<file path="config.mk">
export PLATFORM = sky130hd
export DESIGN_NAME = cmul_shiftadd
export DESIGN_NICKNAME = d
export VERILOG_FILES = /design/src/rtl/cmul_pkg.sv /design/src/rtl/cmul_front.sv /design/src/rtl/cmul_back.sv /design/src/rtl/cmul_pipe_reg.sv /design/src/rtl/cmul_shiftadd.sv
export SDC_FILE = /design/constraint.sdc
export NUM_CORES = 1
export LEC_CHECK = 0
export BUFFER_PORTS_ARGS = -buffer_cell sky130_fd_sc_hd__buf_2
export CAP_MARGIN = 10
export CORE_MARGIN = 2
export CORE_UTILIZATION = 60
export CTS_CLUSTER_SIZE = 24
export DETAILED_ROUTE_END_ITERATION = 12
export GPL_ROUTABILITY_DRIVEN = 1
export GPL_TIMING_DRIVEN = 1
export PLACE_DENSITY = 0.89
export SETUP_SLACK_MARGIN = 0.05
export SYNTH_ARGS = -nofsm -noshare
export SYNTH_HDL_FRONTEND = slang
export SYNTH_HIERARCHICAL = 1
export SYNTH_SLANG_ARGS = --single-unit
export TNS_END_PERCENT = 1
</file>
<file path="constraint.sdc">
create_clock -name clk -period 10.3 [get_ports clk]
set_input_delay 1.03 -clock clk [delete_from_list [all_inputs] [get_ports clk]]
set_output_delay 1.03 -clock clk [all_outputs]
set_load 0.01 [all_outputs]
</file>
<file path="src/rtl/cmul_pkg.sv">
package cmul_pkg;
   // fixed multiplier constant, hex 0x6C078965
   localparam logic [31:0] MUL_K = 32'd1812433253;

   // shift amounts of the adder graph
   localparam int SH_X2   = 1;   // 2x, feeds 3x
   localparam int SH_X24  = 3;   // 3x -> 24x, feeds 27x
   localparam int SH_X16  = 4;   // 16x
   localparam int SH_HI   = 11;  // 27x -> 55296x
   localparam int SH_MID  = 7;   // 19x -> 2432x
   localparam int SH_TOP  = 15;  // 55311x -> top part

   localparam int MAX_STAGES = 2;

   function automatic bit stages_ok(input int s);
      return (s >= 0) && (s <= MAX_STAGES);
   endfunction
endpackage

</file>
<file path="src/rtl/cmul_front.sv">
// Adder levels 1 and 2: four operations, producing 15x, 19x and 27x.
module cmul_front
   import cmul_pkg::*;
#(
   parameter int W = 32
) (
   input  logic [W-1:0] op,
   output logic [W-1:0] t15,
   output logic [W-1:0] t19,
   output logic [W-1:0] t27
);
   logic [W-1:0] t3;
   logic [W-1:0] t16;

   always_comb begin
      t16 = op << SH_X16;                 // wired shift
      t3  = (op << SH_X2) + op;           // op 1
      t15 = t16 - op;                     // op 2
      t27 = (t3 << SH_X24) + t3;          // op 3
      t19 = t16 + t3;                     // op 4
   end

   // intermediate terms hold their multiples of the operand
   always_comb begin
      p_t3_r3:  assert (t3  == op * W'(3));
      p_t15_r3: assert (t15 == op * W'(15));
      p_t19_r3: assert (t19 == op * W'(19));
      p_t27_r3: assert (t27 == op * W'(27));
   end
endmodule

</file>
<file path="src/rtl/cmul_back.sv">
// Adder levels 3 and 4: three operations, producing the final product.
module cmul_back
   import cmul_pkg::*;
#(
   parameter int W = 32
) (
   input  logic [W-1:0] t15,
   input  logic [W-1:0] t19,
   input  logic [W-1:0] t27,
   output logic [W-1:0] prod
);
   logic [W-1:0] t55311;
   logic [W-1:0] t2405;

   always_comb begin
      t55311 = (t27 << SH_HI) + t15;      // op 5
      t2405  = (t19 << SH_MID) - t27;     // op 6
      prod   = (t55311 << SH_TOP) + t2405; // op 7
   end

   // level-3 terms relate to the level-2 terms feeding them
   always_comb begin
      p_t55311_r3: assert (t55311 * W'(27) == t27 * W'(55311));
      p_t2405_r3:  assert (t2405 * W'(27) == t27 * W'(2405));
   end
endmodule

</file>
<file path="src/rtl/cmul_pipe_reg.sv">
// One pipeline stage: reset valid bit, data captured only on valid.
module cmul_pipe_reg #(
   parameter int DW = 32
) (
   input  logic          clk,
   input  logic          rst,
   input  logic          i_vld,
   input  logic [DW-1:0] i_dat,
   output logic          o_vld,
   output logic [DW-1:0] o_dat
);
   always_ff @(posedge clk) begin
      if (rst) o_vld <= 1'b0;
      else     o_vld <= i_vld;
   end

   always_ff @(posedge clk) begin
      if (i_vld) o_dat <= i_dat;
   end

   // valid advances one edge per stage outside reset
   p_vld_follow_r5: assert property (@(posedge clk) disable iff (rst)
      !$past(rst) |-> (o_vld == $past(i_vld)));

   // data holds when no valid entered
   p_dat_hold_r5: assert property (@(posedge clk) disable iff (rst)
      !$past(i_vld) |-> $stable(o_dat));
endmodule

</file>
<file path="src/rtl/cmul_shiftadd.sv">
module cmul_shiftadd
   import cmul_pkg::*;
#(
   parameter int W      = 32,
   parameter int STAGES = 2
) (
   input  logic         clk,
   input  logic         rst,
   input  logic         in_vld,
   input  logic [W-1:0] in_op,
   output logic         out_vld,
   output logic [W-1:0] out_res
);
   localparam logic [W-1:0] K_W   = W'(MUL_K);
   localparam int           MID_W = 3 * W;

   if (!stages_ok(STAGES)) begin : g_bad_stages
      $error("cmul_shiftadd: STAGES must be 0, 1 or 2");
   end
   if (W < 1) begin : g_bad_width
      $error("cmul_shiftadd: W must be positive");
   end

   if (STAGES == 0) begin : g_comb
      logic [W-1:0] f15, f19, f27;
      cmul_front #(.W(W)) u_front (.op(in_op), .t15(f15), .t19(f19), .t27(f27));
      cmul_back  #(.W(W)) u_back  (.t15(f15), .t19(f19), .t27(f27), .prod(out_res));
      assign out_vld = in_vld;

      always_comb begin
         p_comb_vld_r7: assert (out_vld == in_vld);
         if (in_vld) begin
            p_comb_res_r1: assert (out_res == in_op * K_W);
         end
      end
   end else if (STAGES == 1) begin : g_outreg
      logic [W-1:0] f15, f19, f27, prod;
      cmul_front #(.W(W)) u_front (.op(in_op), .t15(f15), .t19(f19), .t27(f27));
      cmul_back  #(.W(W)) u_back  (.t15(f15), .t19(f19), .t27(f27), .prod(prod));
      cmul_pipe_reg #(.DW(W)) u_oreg (
         .clk(clk), .rst(rst), .i_vld(in_vld), .i_dat(prod),
         .o_vld(out_vld), .o_dat(out_res));

      p_res_s1_r1: assert property (@(posedge clk) disable iff (rst)
         out_vld |-> (out_res == $past(in_op) * K_W));
   end else begin : g_split
      logic [W-1:0]     f15, f19, f27, prod;
      logic [MID_W-1:0] mid_d, mid_q;
      logic             mid_vld;
      cmul_front #(.W(W)) u_front (.op(in_op), .t15(f15), .t19(f19), .t27(f27));
      assign mid_d = {f15, f19, f27};
      cmul_pipe_reg #(.DW(MID_W)) u_mreg (
         .clk(clk), .rst(rst), .i_vld(in_vld), .i_dat(mid_d),
         .o_vld(mid_vld), .o_dat(mid_q));
      cmul_back #(.W(W)) u_back (
         .t15(mid_q[3*W-1:2*W]), .t19(mid_q[2*W-1:W]), .t27(mid_q[W-1:0]),
         .prod(prod));
      cmul_pipe_reg #(.DW(W)) u_oreg (
         .clk(clk), .rst(rst), .i_vld(mid_vld), .i_dat(prod),
         .o_vld(out_vld), .o_dat(out_res));

      p_res_s2_r1: assert property (@(posedge clk) disable iff (rst)
         out_vld |-> (out_res == $past(in_op, 2) * K_W));
   end

   if (STAGES > 0) begin : g_rst_chk
      logic rst_q;
      always_ff @(posedge clk) begin
         rst_q <= rst;
         // output valid is low in the cycle after a reset edge
         if (rst_q) begin
            p_rst_clear_r6: assert (!out_vld);
         end
      end
   end
endmodule

</file>
Word-level counts from Yosys, hierarchy flattened
Cells that the tools add are included.
Operators by class
  add/subtract/negate cells: 7
  multiply operators: 0
  div/mod/pow operators: 0
  order comparisons: 0
  equality and inequality tests: 0
  shift operators: 0
  mux-type cells: 0
  bitwise logic cells: 0
  reductions and logical operators: 0
Operators by type and width (number)
  $add 32x32->32: 4
  $sub 32x32->32: 1
  $add 17x17->17: 1
  $sub 17x17->17: 1
Storage, ports and cells
  bits in registers: 115
  latch bits: 0
  RAM bits: 0
  memory bits (read-only): 0
  input port bits: 35
  word-level logic and storage cells: 11
  memories: 0

Longest topological paths before layout
Gate-level depths: netlist of the first run.
  depth in word-level cells: 2
  mapped depth: 21

By module
Netlist of the first run, hierarchy kept.
Modules (own cells, without submodules)
  cmul_front: instances 1, cells an instance 843, area an instance 6124.6 µm²
  cmul_pipe_reg (g_split.u_mreg): instances 1, cells an instance 98, area an instance 2916.5 µm²
  cmul_back: instances 1, cells an instance 316, area an instance 2289.7 µm²
  cmul_pipe_reg (g_split.u_oreg): instances 1, cells an instance 34, area an instance 994.7 µm²

Worst setup path before layout of the first run
No wires, ideal clock.
  path type: input to register
  start: input port in_op[0]
  end: register g_split.u_mreg.o_dat[63] (data pin)
  setup time: 0.266 ns
  arrival time: 4.790 ns
  setup slack: 5.244 ns
  cell stages on the path: 20
  cell sequence: ha_1 > fa_1 > a211oi_2 > nor2_1 > or2_2 > a21oi_1 > o21bai_1 > a21oi_1 > xnor2_1 > ha_1 > inv_1 > nor2_1 > o21ai_0 > o31ai_1 > a21o_1 > a21oi_1 > o21a_1 > o311a_1 > a211o_1 > xor2_1
Between the ends
  word-level cells in the longest chain between the ends: 2
Ends and longest elaborated chain
  from (decl): RTL line cmul_shiftadd.sv:10  | input logic [W-1:0] in_op,
  $add 32x32->32: RTL line cmul_front.sv:17  | t3 = (op << SH_X2) + op;
  $add 32x32->32 (*): RTL line cmul_front.sv:20  | t19 = t16 + t3;
  net g_split.f19[31]: RTL line cmul_shiftadd.sv:47  | logic [W-1:0] f15, f19, f27, prod;
  to (signal assigned): RTL line cmul_pipe_reg.sv:18  | if (i_vld) o_dat <= i_dat;
  to (decl): RTL line cmul_pipe_reg.sv:10  | output logic [DW-1:0] o_dat
The timed path passes the listed nets; every way through them passes the cells marked *.
A chain may end at the register's enable or synchronous reset.

Worst setup path after layout of the first run
  start: input port in_op[0]
  end: register g_split.u_mreg.o_dat[31] (data pin)
Between the ends
  word-level cells in the longest chain between the ends: 2
Ends and longest elaborated chain
  $add 32x32->32: RTL line cmul_front.sv:17
  $add 32x32->32: RTL line cmul_front.sv:19  | t27 = (t3 << SH_X24) + t3;
  net g_split.f27[31]: RTL line cmul_shiftadd.sv:47
The timed path passes the listed nets, and every way through them passes these cells.

==> summary.md, run 1 <==
| Metric | Value |
|---|---|
| Die Y | `136 um` |
| Final setup TNS | `0 ns` |
| Status | `completed` |
| Most frequent cells in the layout | `ha_1, inv_1, a21oi_1, edfxtp_1, xnor2_1` |
| Sw Pwr | `1.55 mW` |
| Drt drc | `0` |
| Setup-failing EPs final | `0` |
| P_int | `1.89 mW` |
| Final ANT Viol Nets | `0` |
| Routed wire length | `23,800 um` |
| GR Util met2 | `45.8%` |
| Row count | `48` |
| I/O Pins | `68` |
| Most common cell on crit path | `a21oi_1` |
| Worst Setup Start Kind | `input pin` |
| Sequential Area | `3220 um^2` |
| Final Cell Area | `11,200 um^2` |
| Logic pwr share | `66.1%` |
| Vias in the first global route | `7,834` |
| Root Buffer | `clkbuf_16` |
| CTS Buf Count | `9` |
| DP Area | `10,900 um^2` |
| Area of the multi-input gates | `6630 um^2` |
| Clk sink count | `108` |
| Core area | `17,100 um^2` |
| Mapped cell area | `10,400 um^2` |
| Synth Warn # | `6` |
| Initial antenna violation count | `0` |
| Max Slew Vio Count | `0` |
| Most common cell after layout, fill and taps aside | `ha_1` |
| Routed wire per std cell | `17.4 um` |
| Clock Latency Late Sink | `0.36 ns` |
| DRC marker count from the first detailed-route iteration | `651` |
| Fmax | `0.186 GHz` |
| Grt total ovfl | `0` |
| Tot Pwr | `3.43 mW` |
| First-pass GRT wire length | `37,900 um` |
| Crit Path Max Fanout | `11` |
| Kind of critical path | `input pin to flip-flop` |
| # fillers | `1,297` |
| Tmin final | `5.39 ns` |
| Switching share of power | `45.1%` |
| Critical-path top delay cell | `fa_1` |
| Setup WS pre-CTS | `4.67 ns` |
| Worst slew pin tran | `0.917 ns` |
| TritonCTS clock tree | `done` |
| CP Data Arrival Time | `5.49 ns` |
| Antenna diodes | `0` |
| Worst Hold Class | `flip-flop to flip-flop` |
| Via Count | `8,356` |
| Clock Skews | `0.00867 ns` |
| Hold-fix buffers at CTS | `0` |
| Largest net degree at the start of global routing | `76` |
| Die Area | `18,400 um^2` |
| Critical path buffers and inverters | `1` |
| Clock power share | `9.7%` |
| Seq pwr share | `24.2%` |
| CTS H-tree lvls | `3` |
| Post-CTS Setup Inserts | `0` |
| Met3 Use GR | `1.61%` |
| Slew HR | `38.9%` |
| Fraction of layout cells with a size suffix above 1 | `10.8%` |
| Post-synthesis area per instance | `9.66 um^2` |
| Nets | `1,330` |
| Non-Filler Instances | `1,369` |
| Via-per-instance ratio | `6.10` |
| LEAKAGE | `5.03 nW` |
| Hold Vio Cnt, Final | `0` |
| Pre-Repair DR Iteration Count | `5` |
| # port buffers | `67` |
| Critical Path RT | `10.40 ns` |
| Hold WS | `0.653 ns` |
| Clock-pin slew on the worst setup and hold paths | `0.07 ns` |
| Post-CTS sizing | `0` |
| Cell Pwr Density | `306 nW/um^2` |
| RSZ-0062 raised after global routing | `no` |
| Slowest stage delay, CP | `0.44 ns` |
| HPWL Detailed | `18,900 um` |
| CP endpoint kind | `flip-flop` |
| Gr busiest metal | `met2` |
| Crit-path leading delay family | `compound AO/OA/AOI/OAI gates` |
| Met1 Usage GRT | `34.3%` |
| Peak supply drop | `0.168 mV` |
| GRT Util Overall | `26.1%` |
| Die Wd | `136 um` |
| CTS Buffer Depth | `2` |
| Placed cell count | `1,353` |
| Initial core utilization | `60.9%` |
| Critical path, cell by cell | `buf_2 > ha_1 > fa_1 > a211oi_2 > nor2_1 > or2_2 > a21oi_1 > o21bai_1 > a21oi_1 > xnor2_1 > ha_1 > a21o_1 > nor4_1 > a21oi_1 > a21oi_1 > o21ai_0 > a311o_1 > o211ai_1 > o21ai_2 > xnor2_1 > xnor2_1` |
| Syn_nets | `1,269` |
| Final WS setup | `4.91 ns` |
| Layout area overhead | `7.66%` |
| Final period util | `52.3%` |
| GP Congestion | `0.911` |
| Max Cap Viol | `0` |
| Syn Inst Count | `1,078` |
| Fin util | `65.5%` |
==> power groups by stage <==
stage                     Sequential (mW)  Clock [mW]  Combinational [mW]
after detailed placement            0.843           0                2.21
final                               0.832       0.332                2.27
after floorplan                     0.856           0                1.68
after global routing                0.847       0.354                2.52
after CTS                           0.834       0.338                2.23
after global placement              0.838           0                2.14
==> flip-flops by register name, summed over array words and instances, names as in the netlist <==
name,count
g_split.u_oreg/o_dat,32
g_split.u_oreg/o_vld,1
g_split.u_mreg/o_dat,74
g_split.u_mreg/o_vld,1
==> layer usage <==
metal,vias up,share of wire (%)
met3,52,5.2
li1,4039,-
met2,335,49
met1,3930,43
met5,-,0
met4,0,2.9
==> layout make-up <==
class	count	share of cell area, %
multi-input cells	831	59.1
flip-flops and latches	108	28.7
inverters	120	4.02
repair buffers	69	3.12
well taps	225	2.51
clock buffers	10	2.04
clock inverters	6	0.491
==> path summary, 6_finish.rpt <==
path                            from  slack (ns)                       end  cells past startpoint
min          g_split.u_mreg/o_dat[6]        0.65   g_split.u_oreg/o_dat[6]                      1
max reg2reg  g_split.u_mreg/o_dat[0]        6.71  g_split.u_oreg/o_dat[30]                     12
min reg2reg  g_split.u_mreg/o_dat[6]        0.65   g_split.u_oreg/o_dat[6]                      1
max                         in_op[0]        4.91  g_split.u_mreg/o_dat[31]                     21
Note: power is estimated with default switching activity, not from simulation.
==> run 2, diff against run 1 <==
clock period = 5.14 ns   (was 10.3 ns; I/O delays follow)
==> summary.md, run 2 (synthesized netlist as in run 1, its figures left out) <==
| Metric | Value |
|---|---|
| Clock Skews | `0.00923 ns (was 0.00867 ns)` |
| Clk sink count | `108 (unchanged)` |
| Die Wd | `136 um (unchanged)` |
| Via-per-instance ratio | `6.07 (was 6.10)` |
| Worst Hold Class | `input pin to flip-flop (was flip-flop to flip-flop)` |
| Final Cell Area | `11,300 um^2 (was 11,200 um^2)` |
| Slew HR | `38.9% (about the same)` |
| First-pass GRT wire length | `38,400 um (was 37,900 um)` |
| Initial antenna violation count | `0 (unchanged)` |
| Nets | `1,338 (was 1,330)` |
| Max Cap Viol | `0 (unchanged)` |
| Clock power share | `9.6% (was 9.7%)` |
| Crit Path Max Fanout | `7 (was 11)` |
| Largest net degree at the start of global routing | `76 (unchanged)` |
| P_int | `3.80 mW (was 1.89 mW)` |
| Most common cell after layout, fill and taps aside | `ha_1 (unchanged)` |
| Die Y | `136 um (unchanged)` |
| I/O Pins | `68 (unchanged)` |
| Clock-pin slew on the worst setup and hold paths | `0.07 ns (about the same)` |
| TritonCTS clock tree | `done (unchanged)` |
| Worst Setup Start Kind | `input pin (unchanged)` |
| GRT Util Overall | `26.4% (was 26.1%)` |
| Seq pwr share | `24.2% (about the same)` |
| Setup-failing EPs final | `0 (unchanged)` |
| Switching share of power | `45.1% (about the same)` |
| DP Area | `11,000 um^2 (was 10,900 um^2)` |
| CTS H-tree lvls | `3 (unchanged)` |
| Root Buffer | `clkbuf_16 (unchanged)` |
| Critical path, cell by cell | `buf_2 > ha_1 > fa_1 > a211oi_2 > nor2_1 > or2_2 > a21oi_1 > o21bai_1 > a21oi_1 > xnor2_1 > ha_1 > a21o_1 > nor4_1 > a21oi_1 > a21oi_1 > o21ai_1 > a311o_1 > o211ai_1 > o21ai_2 > xnor2_1 > xnor2_1 (was buf_2 > ha_1 > fa_1 > a211oi_2 > nor2_1 > or2_2 > a21oi_1 > o21bai_1 > a21oi_1 > xnor2_1 > ha_1 > a21o_1 > nor4_1 > a21oi_1 > a21oi_1 > o21ai_0 > a311o_1 > o211ai_1 > o21ai_2 > xnor2_1 > xnor2_1)` |
| Fraction of layout cells with a size suffix above 1 | `11.4% (was 10.8%)` |
| CP Data Arrival Time | `4.90 ns (was 5.49 ns)` |
| Sw Pwr | `3.12 mW (was 1.55 mW)` |
| Routed wire per std cell | `17.3 um (was 17.4 um)` |
| Startpoint of the worst register-to-register path | `g_split.u_mreg/o_dat[0] (unchanged)` |
| Row count | `48 (unchanged)` |
| Clock Latency Late Sink | `0.36 ns (about the same)` |
| Routed wire length | `23,900 um (was 23,800 um)` |
| Hold_sp | `rst (was g_split.u_mreg/o_dat[6])` |
| Kind of critical path | `input pin to flip-flop (unchanged)` |
| Initial core utilization | `60.9% (unchanged)` |
| Antenna diodes | `0 (unchanged)` |
| Most frequent cells in the layout | `ha_1, inv_1, a21oi_1, edfxtp_1, xnor2_1 (unchanged)` |
| Pre-Repair DR Iteration Count | `6 (was 5)` |
| CTS Buffer Depth | `2 (unchanged)` |
| DRC marker count from the first detailed-route iteration | `552 (was 651)` |
| RSZ-0062 raised after global routing | `no (unchanged)` |
| Crit-path leading delay family | `compound AO/OA/AOI/OAI gates (unchanged)` |
| Max Slew Vio Count | `0 (unchanged)` |
| HPWL Detailed | `18,900 um (about the same)` |
| Cell Pwr Density | `613 nW/um^2 (was 306 nW/um^2)` |
| Via Count | `8,365 (was 8,356)` |
| Logic pwr share | `66.2% (was 66.1%)` |
| Most flop-heavy register | `g_split.u_mreg/o_dat (unchanged)` |
| Post-CTS Setup Inserts | `0 (unchanged)` |
| Fmax | `0.208 GHz` |
| Largest registers | `g_split.u_mreg/o_dat x74, g_split.u_oreg/o_dat x32 (unchanged)` |
| Final period util | `93.4%` |
| Critical-path top delay cell | `fa_1 (unchanged)` |
| LEAKAGE | `5.08 nW (was 5.03 nW)` |
| CP endpoint kind | `flip-flop (unchanged)` |
| Fin util | `65.9% (was 65.5%)` |
| Critical Path Start | `in_op[1] (was in_op[0])` |
| Core area | `17,100 um^2 (unchanged)` |
| R2R Setup Slk | `1.58 ns (was 6.71 ns)` |
| Max reg flops | `74 (unchanged)` |
| Worst slew pin tran | `0.917 ns (about the same)` |
| Critical Path RT | `5.25 ns (was 10.40 ns)` |
| Grt total ovfl | `0 (unchanged)` |
| Tmin final | `4.80 ns` |
| Hold WS | `0.382 ns (was 0.653 ns)` |
| Drt drc | `0 (unchanged)` |
| Final setup TNS | `0 ns (unchanged)` |
| Most common cell on crit path | `a21oi_1 (unchanged)` |
| GP Congestion | `0.923 (was 0.911)` |
| Status | `completed (unchanged)` |
| CTS Buf Count | `9 (unchanged)` |
| Die Area | `18,400 um^2 (unchanged)` |
| Hold Vio Cnt, Final | `0 (unchanged)` |
| Critical path buffers and inverters | `1 (unchanged)` |
| Final ANT Viol Nets | `0 (unchanged)` |
| Vias in the first global route | `7,957 (was 7,834)` |
| # port buffers | `67 (unchanged)` |
| Slowest stage delay, CP | `0.45 ns (was 0.44 ns)` |
| Layout area overhead | `8.30% (was 7.66%)` |
| Peak supply drop | `0.365 mV (was 0.168 mV)` |
[run 2: cell types whose count changed in the layout (fill, tap and decap cells not counted), sizes merged]
cell	change
clkinvlp	-1
buf	+8
clkinv	+3
inv	-2
[run 2: metal layers]
layer / GRT usage [%] / part of all wire [%] / wire, um
met5: 0 / 0 / 0
met4: 9.43 / 3.0 / 711
met3: 3.03 / 5.8 / 1390
met2: 46.2 / 49 / 11800
met1: 33.9 / 42 / 9990
[run 2: timing repair]
| action | in CTS | in global routing |
|---|---|---|
| endpoints found under the setup margin | 0 | 2 |
| resized for setup | 0 | 1 |
| hold buffers | 0 | 0 |
[run 2: layout make-up]
| type | count | area (um^2) |
|---|---|---|
| Clock buffer | 10 | 229 |
| Clock inverter | 6 | 61.3 |
| Fill cell | 1317 | 5840 |
| Inverter | 120 | 450 |
| Multi-Input combinational cell | 831 | 6630 |
| Sequential cell | 108 | 3220 |
| Tap cell | 225 | 282 |
| Timing Repair Buffer | 77 | 410 |
[run 2: worst paths after layout]
check | to | cells past startpoint
setup / recovery | g_split.u_mreg/o_dat[31] | 21
hold / removal | g_split.u_mreg/o_vld | 2
setup reg to reg | g_split.u_oreg/o_dat[30] | 12
hold reg to reg | g_split.u_oreg/o_dat[0] | 0
[run 2: power groups by stage]
| stage | Sequential [mW] | Clock (mW) | Combinational (mW) |
|---|---|---|---|
| finish | 1.67 | 0.664 | 4.58 |
| floorplan | 1.72 | 0 | 3.37 |
| global placement | 1.68 | 0 | 4.31 |
| global route | 1.70 | 0.709 | 5.06 |
| CTS | 1.68 | 0.673 | 4.51 |
| detailed placement | 1.69 | 0 | 4.44 |
[run 2: per-stage QoR]
step	total power, mW	setup slack, ns	cells
after floorplan	5.09	0.670	1078
after global placement	5.99	0.166	1361
after detailed placement	6.14	0.0119	1361
after CTS	6.86	0.371	1377
after global routing	7.47	0.0845	1377
final	6.92	0.341	1377
==> run 3, diff against run 2 <==
CTS_BUF_LIST = sky130_fd_sc_hd__clkbuf_16   (was not set)
==> summary.md, run 3 (synthesized netlist as in run 1, its figures left out) <==
| Metric | Value |
|---|---|
| Status | `completed (unchanged)` |
| Met2 WL post-DR | `11,700 um (was 11,800 um)` |
| Hold_sp | `rst (unchanged)` |
| Routed wire length | `23,900 um (about the same)` |
| CTS H-tree lvls | `3 (unchanged)` |
| CP Data Arrival Time | `4.90 ns (about the same)` |
| Clk sink count | `108 (unchanged)` |
| Via Count | `8,355 (was 8,365)` |
| Clock Latency Late Sink | `0.36 ns (about the same)` |
| DR top layer | `met4 (unchanged)` |
| Initial antenna violation count | `0 (unchanged)` |
| Worst slew pin tran | `0.926 ns (was 0.917 ns)` |
| Layout area overhead | `8.30% (unchanged)` |
| CP endpoint kind | `flip-flop (unchanged)` |
| Hold EP | `g_split.u_mreg/o_vld (unchanged)` |
| Routed wire per std cell | `17.3 um (about the same)` |
| Most frequent cells in the layout | `ha_1, inv_1, a21oi_1, edfxtp_1, xnor2_1 (unchanged)` |
| Setup-failing EPs final | `0 (unchanged)` |
| Slew HR | `38.3% (was 38.9%)` |
| Max Slew Vio Count | `0 (unchanged)` |
| Worst Hold Path Cells | `2 (unchanged)` |
| Critical Path Start | `in_op[1] (unchanged)` |
| # port buffers | `67 (unchanged)` |
| Peak supply drop | `0.365 mV (about the same)` |
| Clock-pin slew on the worst setup and hold paths | `0.07 ns (about the same)` |
| Met3 wire length | `1340 um (was 1390 um)` |
| Vias in the first global route | `7,957 (unchanged)` |
| Worst Setup Start Kind | `input pin (unchanged)` |
| Final WS setup | `0.342 ns (was 0.341 ns)` |
| Worst Hold Class | `input pin to flip-flop (unchanged)` |
| Root Buffer | `clkbuf_16 (unchanged)` |
| R2R Setup Slk | `1.58 ns (about the same)` |
| Fmax | `0.208 GHz (about the same)` |
| Nets | `1,338 (unchanged)` |
| GP Congestion | `0.923 (unchanged)` |
| Setup WS pre-CTS | `0.0119 ns (unchanged)` |
| Max reg flops | `74 (unchanged)` |
| Antenna diodes | `0 (unchanged)` |
| Tmin final | `4.80 ns (about the same)` |
| Hold-fix buffers at CTS | `0 (unchanged)` |
| Final ANT Viol Nets | `0 (unchanged)` |
| Initial core utilization | `60.9% (unchanged)` |
| Largest registers | `g_split.u_mreg/o_dat x74, g_split.u_oreg/o_dat x32 (unchanged)` |
| Critical Path RT | `5.25 ns (about the same)` |
| Startpoint of the worst register-to-register path | `g_split.u_mreg/o_dat[0] (unchanged)` |
| Most common cell on crit path | `a21oi_1 (unchanged)` |
| HPWL Detailed | `18,900 um (unchanged)` |
| CTS Buf Count | `9 (unchanged)` |
| Core area | `17,100 um^2 (unchanged)` |
| Crit Path Max Fanout | `7 (unchanged)` |
| GRT Util Overall | `26.4% (unchanged)` |
| Critical-path top delay cell | `fa_1 (unchanged)` |
| R2R Path End | `g_split.u_oreg/o_dat[30] (unchanged)` |
| First-pass GRT wire length | `38,400 um (unchanged)` |
| Post-CTS sizing | `0 (unchanged)` |
| RSZ-0062 raised after global routing | `no (unchanged)` |
| Critical path, cell by cell | `buf_2 > ha_1 > fa_1 > a211oi_2 > nor2_1 > or2_2 > a21oi_1 > o21bai_1 > a21oi_1 > xnor2_1 > ha_1 > a21o_1 > nor4_1 > a21oi_1 > a21oi_1 > o21ai_1 > a311o_1 > o211ai_1 > o21ai_2 > xnor2_1 > xnor2_1 (unchanged)` |
| Slowest stage delay, CP | `0.45 ns (about the same)` |
| Grt total ovfl | `0 (unchanged)` |
| CTS Buffer Depth | `2 (unchanged)` |
| Die Area | `18,400 um^2 (unchanged)` |
| TritonCTS clock tree | `done (unchanged)` |
| Fraction of layout cells with a size suffix above 1 | `11.4% (unchanged)` |
| Kind of critical path | `input pin to flip-flop (unchanged)` |
| DRC marker count from the first detailed-route iteration | `561 (was 552)` |
| Worst reg2reg path depth | `12 (unchanged)` |
| Cell Pwr Density | `613 nW/um^2 (about the same)` |
| Final setup TNS | `0 ns (unchanged)` |
| Drt drc | `0 (unchanged)` |
| Clock Skews | `0.00946 ns (was 0.00923 ns)` |
| Final period util | `93.3% (was 93.4%)` |
| Die Y | `136 um (unchanged)` |
| Hold WS | `0.379 ns (was 0.382 ns)` |
| Max Cap Viol | `0 (unchanged)` |
| Row count | `48 (unchanged)` |
| Hold Vio Cnt, Final | `0 (unchanged)` |
| LEAKAGE | `5.08 nW (about the same)` |
| Most flop-heavy register | `g_split.u_mreg/o_dat (unchanged)` |
| Pre-Repair DR Iteration Count | `5 (was 6)` |
| Post-CTS Setup Inserts | `0 (unchanged)` |
| Via-per-instance ratio | `6.07 (about the same)` |
| Largest net degree at the start of global routing | `76 (unchanged)` |
| Most common cell after layout, fill and taps aside | `ha_1 (unchanged)` |
| Die Wd | `136 um (unchanged)` |
| I/O Pins | `68 (unchanged)` |
| Met1 WL | `10,100 um (was 9990 um)` |
## run 3: cell types whose count changed in the layout (fill, tap and decap cells not counted)
cell      change
clkbuf_1      -1
inv_1         +1
## run 3: worst max-delay path, delay by kind of cell
kind                     cells  cell delay, ns
XOR/XNOR                     3            0.51
AO/OA/AOI/OAI               11            2.12
adder cells (fa/ha/maj)      3            1.00
buffers and inverters        1            0.16
AND/OR/NAND/NOR              3            0.60
## run 3: area by class of cell
cell class,count,area [um^2]
clock buffers,9,225
repair buffers,77,410
inverters,120,450
well taps,225,282
fillers,1317,5840
multi-input cells,831,6630
flip-flops and latches,108,3220
clock inverters,7,65.1
## run 3: how the worst max path moves through the flow
stage	endpoint	depth (start not counted)	slack, ns
floorplan	g_split.u_mreg/o_dat[31]	20	0.67
global placement	g_split.u_mreg/o_dat[31]	21	0.17
detailed placement	g_split.u_mreg/o_dat[31]	21	0.01
CTS	g_split.u_mreg/o_dat[31]	21	0.37
global route	g_split.u_mreg/o_dat[27]	22	0.08
finish	g_split.u_mreg/o_dat[31]	21	0.34
## run 3: power breakdown
group / switching [mW] / internal, mW
Sequential: 0.127 / 1.55
Combinational: 2.67 / 1.91
Clock: 0.325 / 0.337
Total: 3.12 / 3.80
## run 3: per-stage QoR
step	area (um^2)	util [%]	cells	total power [mW]
after floorplan	10400	-	1078	5.09
after global placement	11000	64.2	1361	5.99
after detailed placement	11000	64.2	1361	6.14
after CTS	11300	65.9	1377	6.86
after global routing	11300	65.9	1377	7.47
final	11300	65.9	1377	6.92
## run 3: per-layer routing
layer	GRT usage (%)	up-vias
met3	3.03	57
met1	33.9	3895
li1	-	4069
met4	9.43	0
met2	46.2	334
met5	0	-
